**src/rtl/wis_pkg.sv**
```systemverilog
// Shared widths and types for the warp issue scheduler.
// Assumes a fixed architectural register count per warp.
package wis_pkg;
    localparam int REGS   = 16;
    localparam int RIDX_W = $clog2(REGS);
    localparam int OP_W   = 8;

    typedef struct packed {
        logic [OP_W-1:0]   op;
        logic [RIDX_W-1:0] dst;
        logic              dst_en;
        logic [RIDX_W-1:0] src_a;
        logic              src_a_en;
        logic [RIDX_W-1:0] src_b;
        logic              src_b_en;
    } winstr_t;

    typedef enum logic {
        PICK_ROUND_ROBIN = 1'b0,
        PICK_OLDEST      = 1'b1
    } pick_mode_e;
endpackage

```
**src/rtl/wis_ibuf.sv**
```systemverilog
// Instruction buffer: one instruction per warp slot, plus a saturating
// wait counter per slot. Assumes at most one fill and one issue per cycle.
// A fill into an occupied slot is dropped.
module wis_ibuf
    import wis_pkg::*;
#(
    parameter int NUM_WARPS = 24,
    parameter int AGE_W     = 6,
    localparam int WID_W    = $clog2(NUM_WARPS)
) (
    input  logic                            clk,
    input  logic                            rst_n,
    input  logic                            fill_valid,
    input  logic [WID_W-1:0]                fill_warp,
    input  winstr_t                         fill_instr,
    input  logic                            take_valid,
    input  logic [WID_W-1:0]                take_warp,
    output logic [NUM_WARPS-1:0]            slot_vld,
    output winstr_t [NUM_WARPS-1:0]         slot_instr,
    output logic [NUM_WARPS-1:0][AGE_W-1:0] slot_age
);
    localparam logic [AGE_W-1:0] AGE_MAX = {AGE_W{1'b1}};

    for (genvar i = 0; i < NUM_WARPS; i++) begin : g_slot
        // Per slot: clear on issue, load on fill into an empty slot, age while waiting.
        always_ff @(posedge clk) begin
            if (!rst_n) begin
                slot_vld[i]   <= 1'b0;
                slot_instr[i] <= '0;
                slot_age[i]   <= '0;
            end else if (take_valid && take_warp == WID_W'(i)) begin
                slot_vld[i] <= 1'b0;
            end else if (fill_valid && fill_warp == WID_W'(i) && !slot_vld[i]) begin
                slot_vld[i]   <= 1'b1;
                slot_instr[i] <= fill_instr;
                slot_age[i]   <= '0;
            end else if (slot_vld[i] && slot_age[i] != AGE_MAX) begin
                slot_age[i] <= slot_age[i] + 1'b1;
            end
        end
    end
endmodule

```
**src/rtl/wis_scoreboard.sv**
```systemverilog
// Register scoreboard: one pending bit per register per warp.
// Set on issue, cleared on writeback; set wins if both hit one bit.
module wis_scoreboard
    import wis_pkg::*;
#(
    parameter int NUM_WARPS = 24,
    localparam int WID_W    = $clog2(NUM_WARPS)
) (
    input  logic                           clk,
    input  logic                           rst_n,
    input  logic                           set_en,
    input  logic [WID_W-1:0]               set_warp,
    input  logic [RIDX_W-1:0]              set_reg,
    input  logic                           clr_en,
    input  logic [WID_W-1:0]               clr_warp,
    input  logic [RIDX_W-1:0]              clr_reg,
    output logic [NUM_WARPS-1:0][REGS-1:0] pend
);
    for (genvar w = 0; w < NUM_WARPS; w++) begin : g_warp
        for (genvar r = 0; r < REGS; r++) begin : g_reg
            // One pending bit: issue marks it, matching writeback releases it.
            always_ff @(posedge clk) begin
                if (!rst_n)
                    pend[w][r] <= 1'b0;
                else if (set_en && set_warp == WID_W'(w) && set_reg == RIDX_W'(r))
                    pend[w][r] <= 1'b1;
                else if (clr_en && clr_warp == WID_W'(w) && clr_reg == RIDX_W'(r))
                    pend[w][r] <= 1'b0;
            end
        end
    end
endmodule

```
**src/rtl/wis_picker.sv**
```systemverilog
// Selects one eligible warp: round-robin from the slot after the last
// issuer, or the slot with the largest wait count (lowest index on a tie).
module wis_picker
    import wis_pkg::*;
#(
    parameter int NUM_WARPS = 24,
    parameter int AGE_W     = 6,
    localparam int WID_W    = $clog2(NUM_WARPS)
) (
    input  logic                            clk,
    input  logic                            rst_n,
    input  pick_mode_e                      mode,
    input  logic [NUM_WARPS-1:0]            elig,
    input  logic [NUM_WARPS-1:0][AGE_W-1:0] age,
    input  logic                            advance,
    output logic                            pick_any,
    output logic [WID_W-1:0]                pick_idx
);
    logic [WID_W-1:0] rr_ptr;
    logic [WID_W-1:0] rr_idx;
    logic [WID_W-1:0] old_idx;
    logic             rr_found;

    // Rotating search starting at the pointer.
    always_comb begin
        rr_found = 1'b0;
        rr_idx   = '0;
        for (int k = 0; k < NUM_WARPS; k++) begin
            int idx;
            idx = int'(rr_ptr) + k;
            if (idx >= NUM_WARPS) idx = idx - NUM_WARPS;
            if (!rr_found && elig[idx]) begin
                rr_found = 1'b1;
                rr_idx   = WID_W'(idx);
            end
        end
    end

    // Oldest eligible slot; strict compare keeps the lowest index on ties.
    always_comb begin
        logic             seen;
        logic [AGE_W-1:0] best;
        seen    = 1'b0;
        best    = '0;
        old_idx = '0;
        for (int i = 0; i < NUM_WARPS; i++) begin
            if (elig[i] && (!seen || age[i] > best)) begin
                seen    = 1'b1;
                best    = age[i];
                old_idx = WID_W'(i);
            end
        end
    end

    assign pick_any = rr_found;
    assign pick_idx = (mode == PICK_OLDEST) ? old_idx : rr_idx;

    // Pointer moves to the slot after whichever warp just issued.
    always_ff @(posedge clk) begin
        if (!rst_n)
            rr_ptr <= '0;
        else if (advance)
            rr_ptr <= (int'(pick_idx) == NUM_WARPS - 1) ? '0 : pick_idx + 1'b1;
    end
endmodule

```
**src/rtl/wis_dispatch.sv**
```systemverilog
// Multi-beat dispatch: holds one issued instruction for BEATS cycles and
// steps a lane-group mask so every lane sees it once. Accepts a new
// instruction during the last beat so consecutive issues have no gap.
module wis_dispatch
    import wis_pkg::*;
#(
    parameter int BEATS  = 4,
    parameter int LANES  = 32,
    parameter int WID_W  = 5,
    localparam int BEAT_W = (BEATS > 1) ? $clog2(BEATS) : 1,
    localparam int GROUP  = LANES / BEATS
) (
    input  logic              clk,
    input  logic              rst_n,
    input  logic              launch,
    input  logic [WID_W-1:0]  launch_warp,
    input  logic [OP_W-1:0]   launch_op,
    input  logic [RIDX_W-1:0] launch_dst,
    input  logic              launch_dst_en,
    output logic              can_accept,
    output logic              disp_valid,
    output logic [BEAT_W-1:0] disp_beat,
    output logic [WID_W-1:0]  disp_warp,
    output logic [OP_W-1:0]   disp_op,
    output logic [RIDX_W-1:0] disp_dst,
    output logic              disp_dst_en,
    output logic [LANES-1:0]  disp_lane_mask
);
    localparam logic [BEAT_W-1:0] LAST = BEAT_W'(BEATS - 1);

    assign can_accept = !disp_valid || disp_beat == LAST;

    // Beat sequencer and held instruction.
    always_ff @(posedge clk) begin
        if (!rst_n) begin
            disp_valid  <= 1'b0;
            disp_beat   <= '0;
            disp_warp   <= '0;
            disp_op     <= '0;
            disp_dst    <= '0;
            disp_dst_en <= 1'b0;
        end else if (launch) begin
            disp_valid  <= 1'b1;
            disp_beat   <= '0;
            disp_warp   <= launch_warp;
            disp_op     <= launch_op;
            disp_dst    <= launch_dst;
            disp_dst_en <= launch_dst_en;
        end else if (disp_valid && disp_beat == LAST) begin
            disp_valid <= 1'b0;
            disp_beat  <= '0;
        end else if (disp_valid) begin
            disp_beat <= disp_beat + 1'b1;
        end
    end

    for (genvar l = 0; l < LANES; l++) begin : g_lane
        // Lane l is covered in the beat equal to its lane group.
        assign disp_lane_mask[l] = disp_valid && (int'(disp_beat) == l / GROUP);
    end
endmodule

```
**src/rtl/warp_issue_sched.sv**
```systemverilog
// Top of the warp issue scheduler: instruction buffer, per-warp
// scoreboard, priority picker and multi-beat dispatcher. Assumes fills
// and writebacks are single-cycle pulses with in-range warp ids.
module warp_issue_sched
    import wis_pkg::*;
#(
    parameter int NUM_WARPS      = 24,
    parameter int DISPATCH_BEATS = 4,
    parameter int LANES          = 32,
    parameter int AGE_W          = 6,
    localparam int WID_W         = $clog2(NUM_WARPS),
    localparam int BEAT_W        = (DISPATCH_BEATS > 1) ? $clog2(DISPATCH_BEATS) : 1
) (
    input  logic              clk,
    input  logic              rst_n,
    input  logic              pick_mode,
    input  logic              fill_valid,
    input  logic [WID_W-1:0]  fill_warp,
    input  logic [OP_W-1:0]   fill_op,
    input  logic [RIDX_W-1:0] fill_dst,
    input  logic              fill_dst_en,
    input  logic [RIDX_W-1:0] fill_src_a,
    input  logic              fill_src_a_en,
    input  logic [RIDX_W-1:0] fill_src_b,
    input  logic              fill_src_b_en,
    input  logic              wb_valid,
    input  logic [WID_W-1:0]  wb_warp,
    input  logic [RIDX_W-1:0] wb_reg,
    output logic              disp_valid,
    output logic [BEAT_W-1:0] disp_beat,
    output logic [WID_W-1:0]  disp_warp,
    output logic [OP_W-1:0]   disp_op,
    output logic [RIDX_W-1:0] disp_dst,
    output logic              disp_dst_en,
    output logic [LANES-1:0]  disp_lane_mask
);
    winstr_t                         fill_instr;
    logic [NUM_WARPS-1:0]            slot_vld;
    winstr_t [NUM_WARPS-1:0]         slot_instr;
    logic [NUM_WARPS-1:0][AGE_W-1:0] slot_age;
    logic [NUM_WARPS-1:0][REGS-1:0]  sb_pend;
    logic [NUM_WARPS-1:0]            elig;
    logic                            pick_any;
    logic [WID_W-1:0]                pick_idx;
    winstr_t                         pick_instr;
    logic                            can_accept;
    logic                            issue_fire;

    assign fill_instr = '{op: fill_op, dst: fill_dst, dst_en: fill_dst_en,
                          src_a: fill_src_a, src_a_en: fill_src_a_en,
                          src_b: fill_src_b, src_b_en: fill_src_b_en};

    wis_ibuf #(.NUM_WARPS(NUM_WARPS), .AGE_W(AGE_W)) u_ibuf (
        .clk, .rst_n,
        .fill_valid, .fill_warp, .fill_instr,
        .take_valid (issue_fire),
        .take_warp  (pick_idx),
        .slot_vld, .slot_instr, .slot_age
    );

    wis_scoreboard #(.NUM_WARPS(NUM_WARPS)) u_sb (
        .clk, .rst_n,
        .set_en   (issue_fire && pick_instr.dst_en),
        .set_warp (pick_idx),
        .set_reg  (pick_instr.dst),
        .clr_en   (wb_valid),
        .clr_warp (wb_warp),
        .clr_reg  (wb_reg),
        .pend     (sb_pend)
    );

    // Eligibility: occupied slot with no pending source or destination register.
    always_comb begin
        for (int w = 0; w < NUM_WARPS; w++) begin
            elig[w] = slot_vld[w]
                && !(slot_instr[w].src_a_en && sb_pend[w][slot_instr[w].src_a])
                && !(slot_instr[w].src_b_en && sb_pend[w][slot_instr[w].src_b])
                && !(slot_instr[w].dst_en   && sb_pend[w][slot_instr[w].dst]);
        end
    end

    wis_picker #(.NUM_WARPS(NUM_WARPS), .AGE_W(AGE_W)) u_pick (
        .clk, .rst_n,
        .mode     (pick_mode_e'(pick_mode)),
        .elig,
        .age      (slot_age),
        .advance  (issue_fire),
        .pick_any,
        .pick_idx
    );

    assign pick_instr = slot_instr[pick_idx];
    assign issue_fire = pick_any && can_accept;

    wis_dispatch #(.BEATS(DISPATCH_BEATS), .LANES(LANES), .WID_W(WID_W)) u_disp (
        .clk, .rst_n,
        .launch        (issue_fire),
        .launch_warp   (pick_idx),
        .launch_op     (pick_instr.op),
        .launch_dst    (pick_instr.dst),
        .launch_dst_en (pick_instr.dst_en),
        .can_accept,
        .disp_valid, .disp_beat, .disp_warp, .disp_op,
        .disp_dst, .disp_dst_en, .disp_lane_mask
    );
endmodule

```
**config.mk**
```make
export PLATFORM = sky130hd
export DESIGN_NAME = warp_issue_sched
export DESIGN_NICKNAME = d
export VERILOG_FILES = /design/src/rtl/wis_pkg.sv /design/src/rtl/wis_ibuf.sv /design/src/rtl/wis_scoreboard.sv /design/src/rtl/wis_picker.sv /design/src/rtl/wis_dispatch.sv /design/src/rtl/warp_issue_sched.sv
export SDC_FILE = /design/constraint.sdc
export NUM_CORES = 2
export LEC_CHECK = 0
export ABC_AREA = 0
export CAP_MARGIN = 5
export CORE_ASPECT_RATIO = 1.25
export CORE_MARGIN = 5
export CORE_UTILIZATION = 25
export CTS_BUF_LIST = sky130_fd_sc_hd__clkbuf_8
export CTS_CLUSTER_DIAMETER = 200
export CTS_CLUSTER_SIZE = 40
export DETAILED_ROUTE_END_ITERATION = 8
export DONT_BUFFER_PORTS = 1
export HOLD_SLACK_MARGIN = 0.02
export SLEW_MARGIN = 20
export SYNTH_ARGS = -nofsm -noshare
export SYNTH_HDL_FRONTEND = slang
export SYNTH_HIERARCHICAL = 1
export SYNTH_SLANG_ARGS = --single-unit
```
**constraint.sdc**
```tcl
create_clock -name clk -period 45.4 [get_ports clk]
set_clock_uncertainty 0.2 [all_clocks]
set_input_delay 13.62 -clock clk [delete_from_list [all_inputs] [get_ports clk]]
set_output_delay 13.62 -clock clk [all_outputs]
set_load 0.02 [all_outputs]
```
* Word-level counts from Yosys, hierarchy flattened *
Index checks and enable logic that the tools add are counted.

storage, ports and cells
  output and inout port bits = 53
  input bits = 42
  logic and storage cells = 3920
  register bits = 1130

operators by class
  $lt $le $gt $ge = 144
  add/subtract/negate cells = 73
  reductions and logical operators = 1764
  bitwise operators = 25
  multiplexer cells = 1179
  equality and inequality tests = 128

operator list
  operator                 number
  $logic_and A1 B1 Y1      1109
  $mux W1                  938
  $reduce_bool A2 Y1       409
  $lt A32 B7 Y1 const B    24
  $mux W32                 24
  $ge A32 B6 Y1 const B    23
  $sub A32 B6 Y32 const B  23
  $mux W6                  71
  $lt A4 B5 Y1 const B     72
  $bmux W1 S4              72
  $mux W5                  34
  $add A6 B1 Y6 const B    24
  $ne A6 B6 Y1 const B     24
  $logic_not A1 Y1         143
  $gt A6 B6 Y1             23
  $eq A5 B5 Y1 const B     25
  $bmux W1 S5              24
  $eq A5 B4 Y1 const B     24
  $bmux W23 S5             1
  $reduce_and A2 Y1        48
  $eq A4 B4 Y1 const B     16
  $eq A5 B3 Y1 const B     12
  $add A5 B4 Y6 const B    8
  $add A5 B5 Y6 const B    8
  26 further kinds         134

* Depth between registers and ports, before layout *
  depth in word-level cells = 107
  depth in mapped cells = 254
  gate-level depth less buffers = 238

* Hierarchy *
The synthesis kept the hierarchy.

by module, submodules not included
  module            sequential area each (µm²)  instances  cells an instance  area an instance (µm²)
  wis_ibuf          14413.8                     1          3458               30377.9
  wis_scoreboard    7687.4                      1          1502               15279.7
  warp_issue_sched  0.0                         1          1417               13319.0
  wis_picker        100.1                       1          1773               12283.0
  wis_dispatch      420.4                       1          109                1088.5

* Worst setup path after synthesis *
OpenSTA, ideal clock, no wires.

  path type = flip-flop to flip-flop
  from = register u_ibuf/slot_instr[6] (netlist name)
  to = register u_sb/pend[323] (netlist name)
  data required time = 45.139 ns
  data arrival time = 44.955 ns
  library setup time = 0.061 ns
  setup slack = 0.184 ns
  stages on the path, launching flop included = 232
  buffers on the path = 18
  period minus slack after synthesis = 45.216 ns
  path through = dfxtp_1 clkbuf_1 mux4_2 nor2_1 o22ai_1 nor4_1 clkbuf_1 and2_1 inv_1 ha_1 nand4_1 o21bai_1 a31oi_1 nand2_1 o21ai_0 inv_1 ha_1 and4_1 (+196 left out) nand2b_1 a21oi_1 a31oi_1 o21ai_0 nand2_1 inv_1 nand2_1 a211oi_4 a21oi_1 buf_2 buf_2 buf_2 mux2i_1 o221ai_1 or3b_2 nor2_1 buf_2 a32o_1

RTL lines
  what                             RTL line              RTL
  to (signal, indexed assignment)  wis_scoreboard.sv:24  pend[w][r] <= 1'b0;
  to (signal, indexed assignment)  wis_scoreboard.sv:26  pend[w][r] <= 1'b1;
  to (signal, indexed assignment)  wis_scoreboard.sv:28  pend[w][r] <= 1'b0;
  to (decl)                        wis_scoreboard.sv:17  output logic [NUM_WARPS-1:0][REGS-1:0] pend

==> impl_metrics.yaml <==
status:
  status: "finished with violations"
  violations: "max-capacitance violations, max-slew violations"
floorplan:
  num_rows: 220
  io_pins: 95
  initial_core_util_pct: 25.2
  die_h_um: 611
  dieArea_um2: 300000
  core_area_um2: 288000
  die_w_um: 491
synth:
  synthFlopType: "dfxtp_1"
  synth-seq-cells: 1130
  avgSynthCellArea_um2: 8.76
  synth_most_common_cell: "nand2_1"
  synth.net_count: 8478
  synth_edf_count: 0
  synth_top_area_share_pct: 31.3
  post_synth_num_cell_types: 131
  synth.area.top_cells: "dfxtp_1 (31%), mux4_2 (6.9%), mux2i_1 (6.1%), nand2_1 (6.0%), a21boi_0 (4.3%)"
  ys_top_cells_by_count: "nand2_1 (1154), dfxtp_1 (1130), clkbuf_1 (475)"
  synth_top_cell_by_area: "dfxtp_1"
  synthCells: 8259
  yosysSeqAreaShare_pct: 31.3
  synth_async_sr_flop_share_pct: 0
  synth_area_um2: 72300
  ys.warnings.count: 6
global_routing:
  grt_pass1_vias: 61800
  track_usage_pct: 17.1
  grt_overflow: 0
  antenna_found_initial: 10
  grt_pass1_wl_um: 402000
  grt_max_degree: 295
critical_path:
  slowest_delay_ns: 0.64
  critPathLaunch: "u_ibuf/slot_instr[12]"
  cpMostUsedCell: "ha_1"
  critPathCaptureType: "flop"
  cp.depth: 230
  cp.buffers_inverters: 33
  regToRegSetupSlack_ns: 2.18
  crit_type: "reg2reg"
  cp-start-kind: "flop"
  crit_arrival_ns: 43.80
  reg2reg_to: "u_sb/pend[133]"
  cp_top_family: "compound AO/OA/AOI/OAI gates"
  rr_startpoint: "u_ibuf/slot_instr[12]"
  rr_worst_depth: 230
  crit_required_ns: 45.98
  cp_slowest_cell: "or4b_2"
  crit_fanout: 12
timing:
  worst_pin_slew_ns: 1.62
  finalSetupViolCount: 0
  final.setup.tns_ns: 0
  slew_headroom_pct: -8.76
  fin_crit_ns: 43.22
  final_max_slew_viol_count: 6
  fmax_mhz: 23.1
  period_share_pct: 95.2
  hold_violations: 0
cells_and_area:
  drive_gt1_share_pct: 13.0
  num-nets-final: 8135
  final_area_um2: 78600
  syn_to_final_growth_pct: 8.63
pwr:
  total_power_mw: 2.47
  max-vdd-ir-drop_mv: 0.0333
  p_leak_nw: 24.5
  p_per_area_nw_per_um2: 31.5
cts:
  cts_tree: "built"
  clk_pin_slew_ns: 0.23
  cts_num_sinks: 1130
  cts_root_buf: "clkbuf_8"
  cts_buffers: 34
  clk_latency_ns: 0.88
  htreeDepth: 2
  clk_path_buf_depth: 3
flow_run:
  drv_cap: 1
drt:
  drt-initial-drc-count: 7628
  vias: 66800
  ant_nets: 0
  firstDrtPassIters: 6
  drc: 0
  viasPerCell: 5.71
  routed_wl_um: 276000
  wire_per_inst_um: 23.6
placed_design:
  place_area_um2: 76200
  place_hpwl_um: 188000
  place.gp.congestion: 0.946
  port_buffers: 0
min_path:
  hold_end: "u_ibuf/slot_instr[68]"
  min_from: "u_ibuf/slot_instr[68]"
  hold_path_class: "reg2reg"
  hold_depth: 2
state kept, by name, summed over array words and instances (netlist names):
name	count
u_ibuf/slot_instr	552
u_disp/disp_dst_en	1
u_disp/disp_warp	5
u_sb/pend	384
u_disp/disp_op	8
u_disp/disp_valid	1
u_ibuf/slot_vld	24
u_disp/disp_dst	4
u_disp/disp_beat	2
u_pick/rr_ptr	5
u_ibuf/slot_age	144
logic make-up after synthesis:
group,Yosys count,share of synthesized area (%)
AOI/OAI and AO/OA,2298,24.4
adders and majority gates,179,3.09
xor gates and xnor gates,62,0.751
muxes,761,14.6
buffers and inverters,978,5.78
DFF,1130,31.3
and+or+nand+nor,2851,20.1
stage by stage:
step           util, %  hold slack [ns]  setup slack, ns  instances
2_1_floorplan        -            0.227            0.184       8259
3_3_place_gp      26.5            0.238           -0.181      11600
3_5_place_dp      26.5            0.246           -0.616      11600
4_1_cts           26.8            0.268           0.0936      11600
5_1_grt           27.3            0.285           -0.252      11700
6_report          27.3            0.268             2.18      11700
metal layers:
metal	track usage, %	routed length [um]	vias up
li1	-	-	30300
met1	21.1	108000	32800
met2	28.5	129000	2981
met3	2.28	21300	736
met4	9.79	18000	2
met5	0	10	-
where the power goes:
| group | switching, mW | internal [mW] | total (mW) |
|---|---|---|---|
| combinational | 0.699 | 0.360 | 1.06 |
| clock | 0.318 | 0.0743 | 0.392 |
| sequential | 0.0186 | 1.01 | 1.02 |
worst max path at each step:
stage | to | slack [ns]
2_1_floorplan | u_sb/pend[323] | 0.18
3_3_place_gp | u_sb/pend[355] | -0.18
3_5_place_dp | u_sb/pend[355] | -0.62
4_1_cts | u_sb/pend[130] | 0.09
5_1_grt | u_sb/pend[234] | -0.25
6_report | u_sb/pend[133] | 2.18
worst reg2reg max path, delay by kind of cell, from the launching register on:
kind | cells | cell delay, ns
compound gates | 99 | 18.41
fa+ha+maj | 24 | 6.55
buf+inv | 33 | 4.14
flops | 1 | 0.41
mux | 14 | 4.26
simple gates | 60 | 9.19
final cells by class:
cell class	instances	area, um^2
Timing Repair Buffer	306	2740
Multi-Input combinational cell	6159	46900
Inverter	285	1070
Clock buffer	36	495
Tap cell	3774	4720
Sequential cell	1130	22600
Fill cell	30500	209000
Clock inverter	4	41.3
Antenna cell	4	10.0
placed cells by master, fill, tap and decap left out, types with 181 or more instances in the layout:
cell type / count
nor2_1: 207
a32o_1: 227
buf_4: 263
o311ai_0: 181
inv_1: 280
nor2b_1: 315
nand2_1: 1127
mux4_2: 222
dfxtp_1: 1125
a21boi_0: 414
mux2i_1: 423
nand3_1: 466
o21ai_0: 334
repair_timing:
action | in CTS | in global routing
hold buffers | 0 | 0
pin swaps | 5 | 48
gates resized for setup | 46 | 207
setup buffers | 6 | 72
gates cloned | 2 | 7
setup endpoints to repair | 892 | 1127
Power figures use the tool's default switching activity.
